$ cat src/rtl/rtc_pkg.sv
package rtc_pkg;
   localparam int BYTE_W = 8;
   localparam int NREGS  = 8;
   localparam int IDX_W  = $clog2(NREGS);

   typedef struct packed {
      logic       cb;
      logic [7:0] yr;
      logic [4:0] mon;
      logic [5:0] date;
      logic [2:0] dow;
      logic [5:0] hr;
      logic [6:0] min;
      logic [6:0] sec;
   } rtc_time_t;

   localparam rtc_time_t TIME_RST = '{cb: 1'b0, yr: 8'h00, mon: 5'h01, date: 6'h01,
                                      dow: 3'd1, hr: 6'h00, min: 7'h00, sec: 7'h00};

   function automatic logic [7:0] bcd_inc(input logic [7:0] v);
      if (v[3:0] == 4'd9) return {v[7:4] + 4'd1, 4'd0};
      else                return v + 8'd1;
   endfunction

   function automatic logic is_leap(input logic [7:0] yr);
      if (yr[4]) return (yr[3:0] == 4'd2) || (yr[3:0] == 4'd6);
      else       return (yr[3:0] == 4'd0) || (yr[3:0] == 4'd4) || (yr[3:0] == 4'd8);
   endfunction

   function automatic logic [5:0] month_last(input logic [4:0] mon, input logic [7:0] yr);
      case (mon)
         5'h02:                      return is_leap(yr) ? 6'h29 : 6'h28;
         5'h04, 5'h06, 5'h09, 5'h11: return 6'h30;
         default:                    return 6'h31;
      endcase
   endfunction
endpackage

$ cat src/rtl/rtc_counter.sv
module rtc_counter
   import rtc_pkg::*;
(
   input  logic      clk,
   input  logic      rst_n,
   input  logic      step,
   input  logic      load,
   input  rtc_time_t ld_time,
   input  logic      cb_wr,
   input  logic      cb_val,
   input  logic      ceb,
   output rtc_time_t cur
);
   rtc_time_t nxt;
   logic [7:0] t_sec, t_min, t_hr, t_date, t_mon, t_yr;

   always_comb begin
      nxt    = cur;
      t_sec  = bcd_inc({1'b0, cur.sec});
      t_min  = bcd_inc({1'b0, cur.min});
      t_hr   = bcd_inc({2'b0, cur.hr});
      t_date = bcd_inc({2'b0, cur.date});
      t_mon  = bcd_inc({3'b0, cur.mon});
      t_yr   = bcd_inc(cur.yr);
      if (cur.sec != 7'h59) nxt.sec = t_sec[6:0];
      else begin
         nxt.sec = 7'h00;
         if (cur.min != 7'h59) nxt.min = t_min[6:0];
         else begin
            nxt.min = 7'h00;
            if (cur.hr != 6'h23) nxt.hr = t_hr[5:0];
            else begin
               nxt.hr  = 6'h00;
               nxt.dow = (cur.dow == 3'd7) ? 3'd1 : cur.dow + 3'd1;
               if (cur.date != month_last(cur.mon, cur.yr)) nxt.date = t_date[5:0];
               else begin
                  nxt.date = 6'h01;
                  if (cur.mon != 5'h12) nxt.mon = t_mon[4:0];
                  else begin
                     nxt.mon = 5'h01;
                     if (cur.yr != 8'h99) nxt.yr = t_yr;
                     else begin
                        nxt.yr = 8'h00;
                        nxt.cb = cur.cb ^ ceb;
                     end
                  end
               end
            end
         end
      end
   end

   always_ff @(posedge clk or negedge rst_n) begin
      if (!rst_n) cur <= TIME_RST;
      else if (load) cur <= ld_time;
      else begin
         if (step)  cur <= nxt;
         if (cb_wr) cur.cb <= cb_val;
      end
   end

   AST_STOP_HOLDS: assert property (@(posedge clk) disable iff (!rst_n)
      (!step && !load && !cb_wr) |=> $stable(cur));
   AST_SEC_RANGE: assert property (@(posedge clk) disable iff (!rst_n)
      (step && !load) |=> (cur.sec <= 7'h59 && cur.min <= 7'h59));
   AST_HOUR_RANGE: assert property (@(posedge clk) disable iff (!rst_n)
      (step && !load) |=> (cur.hr <= 6'h23 && cur.dow >= 3'd1));
   AST_DATE_RANGE: assert property (@(posedge clk) disable iff (!rst_n)
      (step && !load) |=> (cur.date >= 6'h01 && cur.date <= month_last(cur.mon, cur.yr)));
   AST_CB_HOLD: assert property (@(posedge clk) disable iff (!rst_n)
      (!ceb && !load && !cb_wr) |=> $stable(cur.cb));
endmodule

$ cat src/rtl/rtc_user_bank.sv
module rtc_user_bank
   import rtc_pkg::*;
#(
   parameter int ADDR_W      = 15,
   parameter bit FULL_DECODE = 1'b1
) (
   input  logic              clk,
   input  logic              rst_n,
   input  logic [ADDR_W-1:0] addr,
   input  logic [BYTE_W-1:0] wdata,
   input  logic              we,
   input  logic              re,
   output logic [BYTE_W-1:0] rdata,
   input  logic              refresh_req,
   input  logic              test_tick,
   input  rtc_time_t         cnt,
   output rtc_time_t         usr,
   output logic              load,
   output logic              stop,
   output logic              ceb,
   output logic              cb_wr,
   output logic [5:0]        trim
);
   logic             hit;
   logic [IDX_W-1:0] idx;
   logic             ctl_w, ctl_r, ft, frz, wr_hit;
   logic [BYTE_W-1:0] mux;

   generate
      if (ADDR_W < IDX_W) begin : g_bad
         $error("ADDR_W too small for the register window");
      end
      if (FULL_DECODE) begin : g_full
         assign hit = &addr[ADDR_W-1:IDX_W];
      end else begin : g_part
         assign hit = 1'b1;
      end
   endgenerate

   assign idx    = addr[IDX_W-1:0];
   assign wr_hit = we && hit;
   assign frz    = ctl_w || ctl_r;
   assign load   = wr_hit && (idx == 3'd0) && ctl_w && !wdata[7];
   assign cb_wr  = wr_hit && (idx == 3'd4);

   always_comb begin
      case (idx)
         3'd0: mux = {ctl_w, ctl_r, trim};
         3'd1: mux = (ft && !stop) ? {stop, usr.sec[6:1], test_tick} : {stop, usr.sec};
         3'd2: mux = {1'b0, usr.min};
         3'd3: mux = {2'b0, usr.hr};
         3'd4: mux = {1'b0, ft, ceb, usr.cb, 1'b0, usr.dow};
         3'd5: mux = {2'b0, usr.date};
         3'd6: mux = {3'b0, usr.mon};
         default: mux = usr.yr;
      endcase
   end

   always_ff @(posedge clk or negedge rst_n) begin
      if (!rst_n) begin
         usr <= TIME_RST; ctl_w <= 1'b0; ctl_r <= 1'b0; trim <= '0;
         stop <= 1'b1; ft <= 1'b0; ceb <= 1'b0; rdata <= '0;
      end else begin
         if (refresh_req && !frz) usr <= cnt;
         if (wr_hit) begin
            case (idx)
               3'd0: {ctl_w, ctl_r, trim} <= wdata;
               3'd1: begin stop <= wdata[7]; usr.sec <= wdata[6:0]; end
               3'd2: usr.min <= wdata[6:0];
               3'd3: usr.hr  <= wdata[5:0];
               3'd4: begin ft <= wdata[6]; ceb <= wdata[5]; usr.cb <= wdata[4]; usr.dow <= wdata[2:0]; end
               3'd5: usr.date <= wdata[5:0];
               3'd6: usr.mon  <= wdata[4:0];
               default: usr.yr <= wdata;
            endcase
         end
         if (re) rdata <= hit ? mux : '0;
      end
   end

   AST_FREEZE_HOLD: assert property (@(posedge clk) disable iff (!rst_n)
      (frz && !we) |=> ($stable(usr.sec) && $stable(usr.min) && $stable(usr.yr)));
   AST_REFRESH_COPY: assert property (@(posedge clk) disable iff (!rst_n)
      (refresh_req && !frz && !we) |=> (usr.sec == $past(cnt.sec) && usr.date == $past(cnt.date)));
   AST_MISS_ZERO: assert property (@(posedge clk) disable iff (!rst_n)
      (re && !hit) |=> (rdata == 8'h00));
endmodule

$ cat src/rtl/rtc_bcd_regs.sv
module rtc_bcd_regs
   import rtc_pkg::*;
#(
   parameter int ADDR_W      = 15,
   parameter bit FULL_DECODE = 1'b1
) (
   input  logic              clk,
   input  logic              rst_n,
   input  logic [ADDR_W-1:0] bus_addr,
   input  logic [7:0]        bus_wdata,
   input  logic              bus_we,
   input  logic              bus_re,
   output logic [7:0]        bus_rdata,
   input  logic              sec_tick,
   input  logic              test_tick,
   output logic [5:0]        trim_out
);
   rtc_time_t cnt, usr;
   logic      load, stop, ceb, cb_wr, tick_d;

   always_ff @(posedge clk or negedge rst_n) begin
      if (!rst_n) tick_d <= 1'b0;
      else        tick_d <= sec_tick;
   end

   rtc_user_bank #(.ADDR_W(ADDR_W), .FULL_DECODE(FULL_DECODE)) u_bank (
      .clk(clk), .rst_n(rst_n), .addr(bus_addr), .wdata(bus_wdata), .we(bus_we),
      .re(bus_re), .rdata(bus_rdata), .refresh_req(tick_d), .test_tick(test_tick),
      .cnt(cnt), .usr(usr), .load(load), .stop(stop), .ceb(ceb), .cb_wr(cb_wr),
      .trim(trim_out));

   rtc_counter u_cnt (
      .clk(clk), .rst_n(rst_n), .step(sec_tick && !stop), .load(load), .ld_time(usr),
      .cb_wr(cb_wr), .cb_val(bus_wdata[4]), .ceb(ceb), .cur(cnt));
endmodule

$ cat config.mk
export PLATFORM = sky130hd
export DESIGN_NAME = rtc_bcd_regs
export DESIGN_NICKNAME = d
export VERILOG_FILES = /design/src/rtl/rtc_pkg.sv /design/src/rtl/rtc_counter.sv /design/src/rtl/rtc_user_bank.sv /design/src/rtl/rtc_bcd_regs.sv
export SDC_FILE = /design/constraint.sdc
export NUM_CORES = 1
export LEC_CHECK = 0
export BUFFER_PORTS_ARGS = -buffer_cell sky130_fd_sc_hd__buf_2
export CORE_AREA = 5 5 115 117
export CTS_CLUSTER_SIZE = 24
export DETAILED_ROUTE_END_ITERATION = 7
export DIE_AREA = 0 0 120 122
export GPL_TIMING_DRIVEN = 0
export PLACE_DENSITY = 0.79
export SLEW_MARGIN = 20
export SYNTH_ARGS = -nofsm -noshare
export SYNTH_HDL_FRONTEND = slang
export SYNTH_SLANG_ARGS = --single-unit
$ cat constraint.sdc
create_clock -name clk -period 3.25 [get_ports clk]
set_input_delay 0.1625 -clock clk [delete_from_list [all_inputs] [get_ports clk]]
set_output_delay 0.1625 -clock clk [all_outputs]
set_load 0.05 [all_outputs]
==> results list <==
- The top cell type by area accounts for 38.05% of the synthesized area.
- The number of buffers and inverters on the critical path is 2.
- After floorplanning, the core was divided into 41 placement rows.
- Leaving out fill and tap cells, the most frequent cell in the layout is dfrtp_1.
- Cts bufs inserted: 9
- Buffers added to address setup during post-CTS repair amount to 0.
* Leading post-synthesis cells by cell area: dfrtp_1, mux2i_1, a21oi_1
- Max-cap violations: 0
- Cells with a size suffix above 1 make up 11.31% of the layout.
- Power density over the cells: 415.4 nW/um^2
* Count of cell types in the netlist: 61
- The first global-routing pass estimated 30,080 um of wire.
- Routed wire length: 18,740 um
* CP peak stage delay: 0.46 ns
- Minimum period implied by the final worst setup slack: 2.836 ns
- Detail-routed net length per standard cell: 19.81 um
- Required time worst endpoint: 3.53 ns
- After synthesis the cells add up to 6511 sq um.
- Synth area leader: dfrtp_1
* Final-layout setup total negative slack: 0 ns
- Worst Max-Slew Pin Slew: 0.7997 ns
- Combinational logic burns 12.0% of the power.
- Category of the worst setup path launch point: register
* Via density per instance: 6.217
- 0 antenna diodes ended up in the layout.
- F_max: 0.3526 GHz
- Hold Violations, Final: 0
* Iteration count of the initial detailed-routing pass: 5
* CP max FO: 9
- The share of the Yosys chip area taken by registers is 40.87%.
* Vias: 5,881
- Sum of net half-perimeters after detailed placement: 13,450 um
- The count of nets left with antenna violations once routing finished came out at 0.
- The floorplan step defined a core boundary enclosing 12,260 sq um.
* Number of DRC violations after detailed-routing iteration 0: 489
- Counting flops with an async set or reset pin after synthesis yields a share of 100.0%.
- Worst slew slack as a fraction of its limit: 46.69%
- The clock arrives with 0.008886 ns of skew.
* Cell at the root of the clock tree: clkbuf_16
- Cell-by-cell listing of the critical path: inv_1, ha_1, and3b_1, clkbuf_1, and2_1, nand3_1, or3_1, or4_1, a31oi_1
- The floorplan step defined a die boundary enclosing 14,640 sq um.
* Vias in the first global route: 5,420
- Clock insertion delay at the later pin of the skew report: 0.36 ns
- 43 I/O pins were placed.
- Maximum count of clock buffers along a single path: 2
- The analysis attributes to cell leakage a power of 3.241 nW.
- The run finished with clean final reports.
- Number of sinks handled by clock tree synthesis: 106
- The congestion estimate from routability-driven global placement came to 0.9927.
- Synthesis inferred 106 register bits.
- Net count of the mapped netlist: 788
- Average footprint of a synthesized cell: 8.775 sq um
- Remaining Overflow, GRT: 0
- Total number of nets in the final design: 837
- In this run switching power makes up 27.59% of total power.
- Clock Power Share: 37.5%
- WS Path Type: reg2reg
- Syn Inst Count: 742
* P_sw: 0.8289 mW
- Across every metal layer, demand over resource in global routing totals 26.39%.
* Setup repair after global routing missed its margin: false
- Number of failing setup endpoints in the final timing report: 0
- Pin count of the biggest net entering global routing: 72
- Worst Setup Slack, final: 0.4140 ns
* Floorplan die height: 122 um
* Level count of the clock H-tree: 3
- VDD sags by at most 0.0003516 V.
* TritonCTS clock tree: done
- Initial Util: 53.11%
* Yosys warns: 0
* Largest delay share family, worst path: simple AND/OR/NAND/NOR gates
* Number of enable-type register cells in the synthesized netlist: 0
* Post-placement setup slack: 0.4089 ns
* Total internal power: 2.176 mW
* Initial antenna violation count: 0
* Arrival time at the worst endpoint: 3.12 ns
* Pins Over Slew Limit: 0
- The die is 120 um wide.
- PortBufs: 35
- Slowest cell on crit path: or4_1
- Final period util: 87.26%
* Tightest Hold Check Type: in2reg
- STA classifies the critical path endpoint as a register.
* Layout overhead on the synthesized area: 11.09%
- Sequential cell fraction of total power: 50.5%
- After clock tree synthesis, the clock-pin slew on the worst setup and hold paths is 0.07 ns.
- Most instantiated flip-flop cell in the synthesis netlist: dfrtp_1
- Commonest cells after routing, fill and taps aside: dfrtp_1, nor2_1, a21oi_1
- For this run, design rule violations remaining after detail routing come to 0.
==> flip-flops by register name, indices dropped and copies added (netlist names) <==
signal	cells
u_bank.usr	43
u_cnt.cur	43
u_bank.rdata	8
u_bank.trim	6
tick_d	1
u_bank.ceb	1
u_bank.ctl_r	1
u_bank.ctl_w	1
u_bank.ft	1
u_bank.stop	1
==> worst min-delay path, delay by kind of cell <==
kind	cells	cell delay [ns]
buf+inv	1	0.13
compound gates	1	0.06
simple gates	1	0.05
==> synth_stat cells, drive strengths merged, types with 5 or more instances <==
master and number:
clkbuf 45, a31oi 17, inv 28, a22oi 6
nor2b 12, dfrtp 99, nor3 13, o31ai 5
nor3b 5, o211ai 5, nand4 9, and2 5
dfstp 7, nand2 48, a21oi 81, nand3 24
nand3b 5, o22ai 8, nand2b 9, o21ai 49
ha 17, xnor2 7, mux2 20, or3 6
or4 9, nor2 90, buf 10, mux2i 50
and3 8
==> cell type report <==
cell class / count / area, sq um
Tap cell: 150 / 187.7
Timing Repair Buffer: 38 / 229.0
Sequential cell: 106 / 2661
Inverter: 28 / 105.1
Multi-Input combinational cell: 553 / 3536
Fill cell: 1104 / 5027
Clock inverter: 6 / 66.31
Clock buffer: 10 / 239.0
Buffer: 55 / 209.0
==> cells by family (layout without fill, tap and decap cells) <==
kind of cell,count (synthesis),count (layout),synth area share (%)
fa+ha+maj,17,17,3.267
compound gates,194,194,17.29
mux,74,74,12.53
buf+inv,83,137,4.823
simple gates,261,261,20.27
xor+xnor,7,7,0.9416
flops,106,106,40.87
==> final timing paths <==
kind / cells after the start / to / from / slack, ns
worst min-delay path: 3 / u_bank.usr[41] / bus_wdata[7] / 0.08
worst min register to register: 1 / u_bank.rdata[4] / u_bank.rdata[4] / 0.50
min in group asynchronous: 2 / u_cnt.cur[26] / rst_n / 0.27
worst max-delay path: 9 / u_cnt.cur[40] / u_cnt.cur[8] / 0.41
max in group asynchronous: 3 / u_bank.stop / rst_n / 2.27
worst max register to register: 9 / u_cnt.cur[40] / u_cnt.cur[8] / 0.41
==> stage by stage <==
stage	area [sq um]	utilization, %	power (mW)	std cells	hold slack [ns]
6_report	7233	59.00	3.005	946	0.08398
5_1_grt	7233	59.00	3.122	946	0.08856
4_1_cts	7233	59.00	3.013	946	0.07739
3_5_place_dp	6908	56.34	1.892	928	0.08374
3_3_place_gp	6874	56.07	1.872	927	0.3273
2_1_floorplan	6511	-	1.733	742	-0.1331
==> repair_timing <==
item	in CTS	in global routing
gates resized for setup	0	0
endpoints found under the setup margin	0	0
hold endpoints to repair	35	0
hold buffers	2	0
==> power by group through the flow <==
stage | Combinational [mW] | Sequential, mW | Clock, mW
detailed placement | 0.354 | 1.54 | 0
finish | 0.360 | 1.52 | 1.13
floorplan | 0.244 | 1.49 | 0
CTS | 0.360 | 1.51 | 1.14
global placement | 0.339 | 1.53 | 0
global route | 0.405 | 1.52 | 1.19
==> layer usage <==
metal / GRT usage (%) / vias up / wire length [um]
met5: 0 / - / 0
met4: 11.31 / 0 / 562
met3: 2.693 / 38 / 1070
met2: 42.89 / 225 / 9057
met1: 36.15 / 2854 / 8052
li1: - / 2764 / -
(Power assumes the default switching activity.)
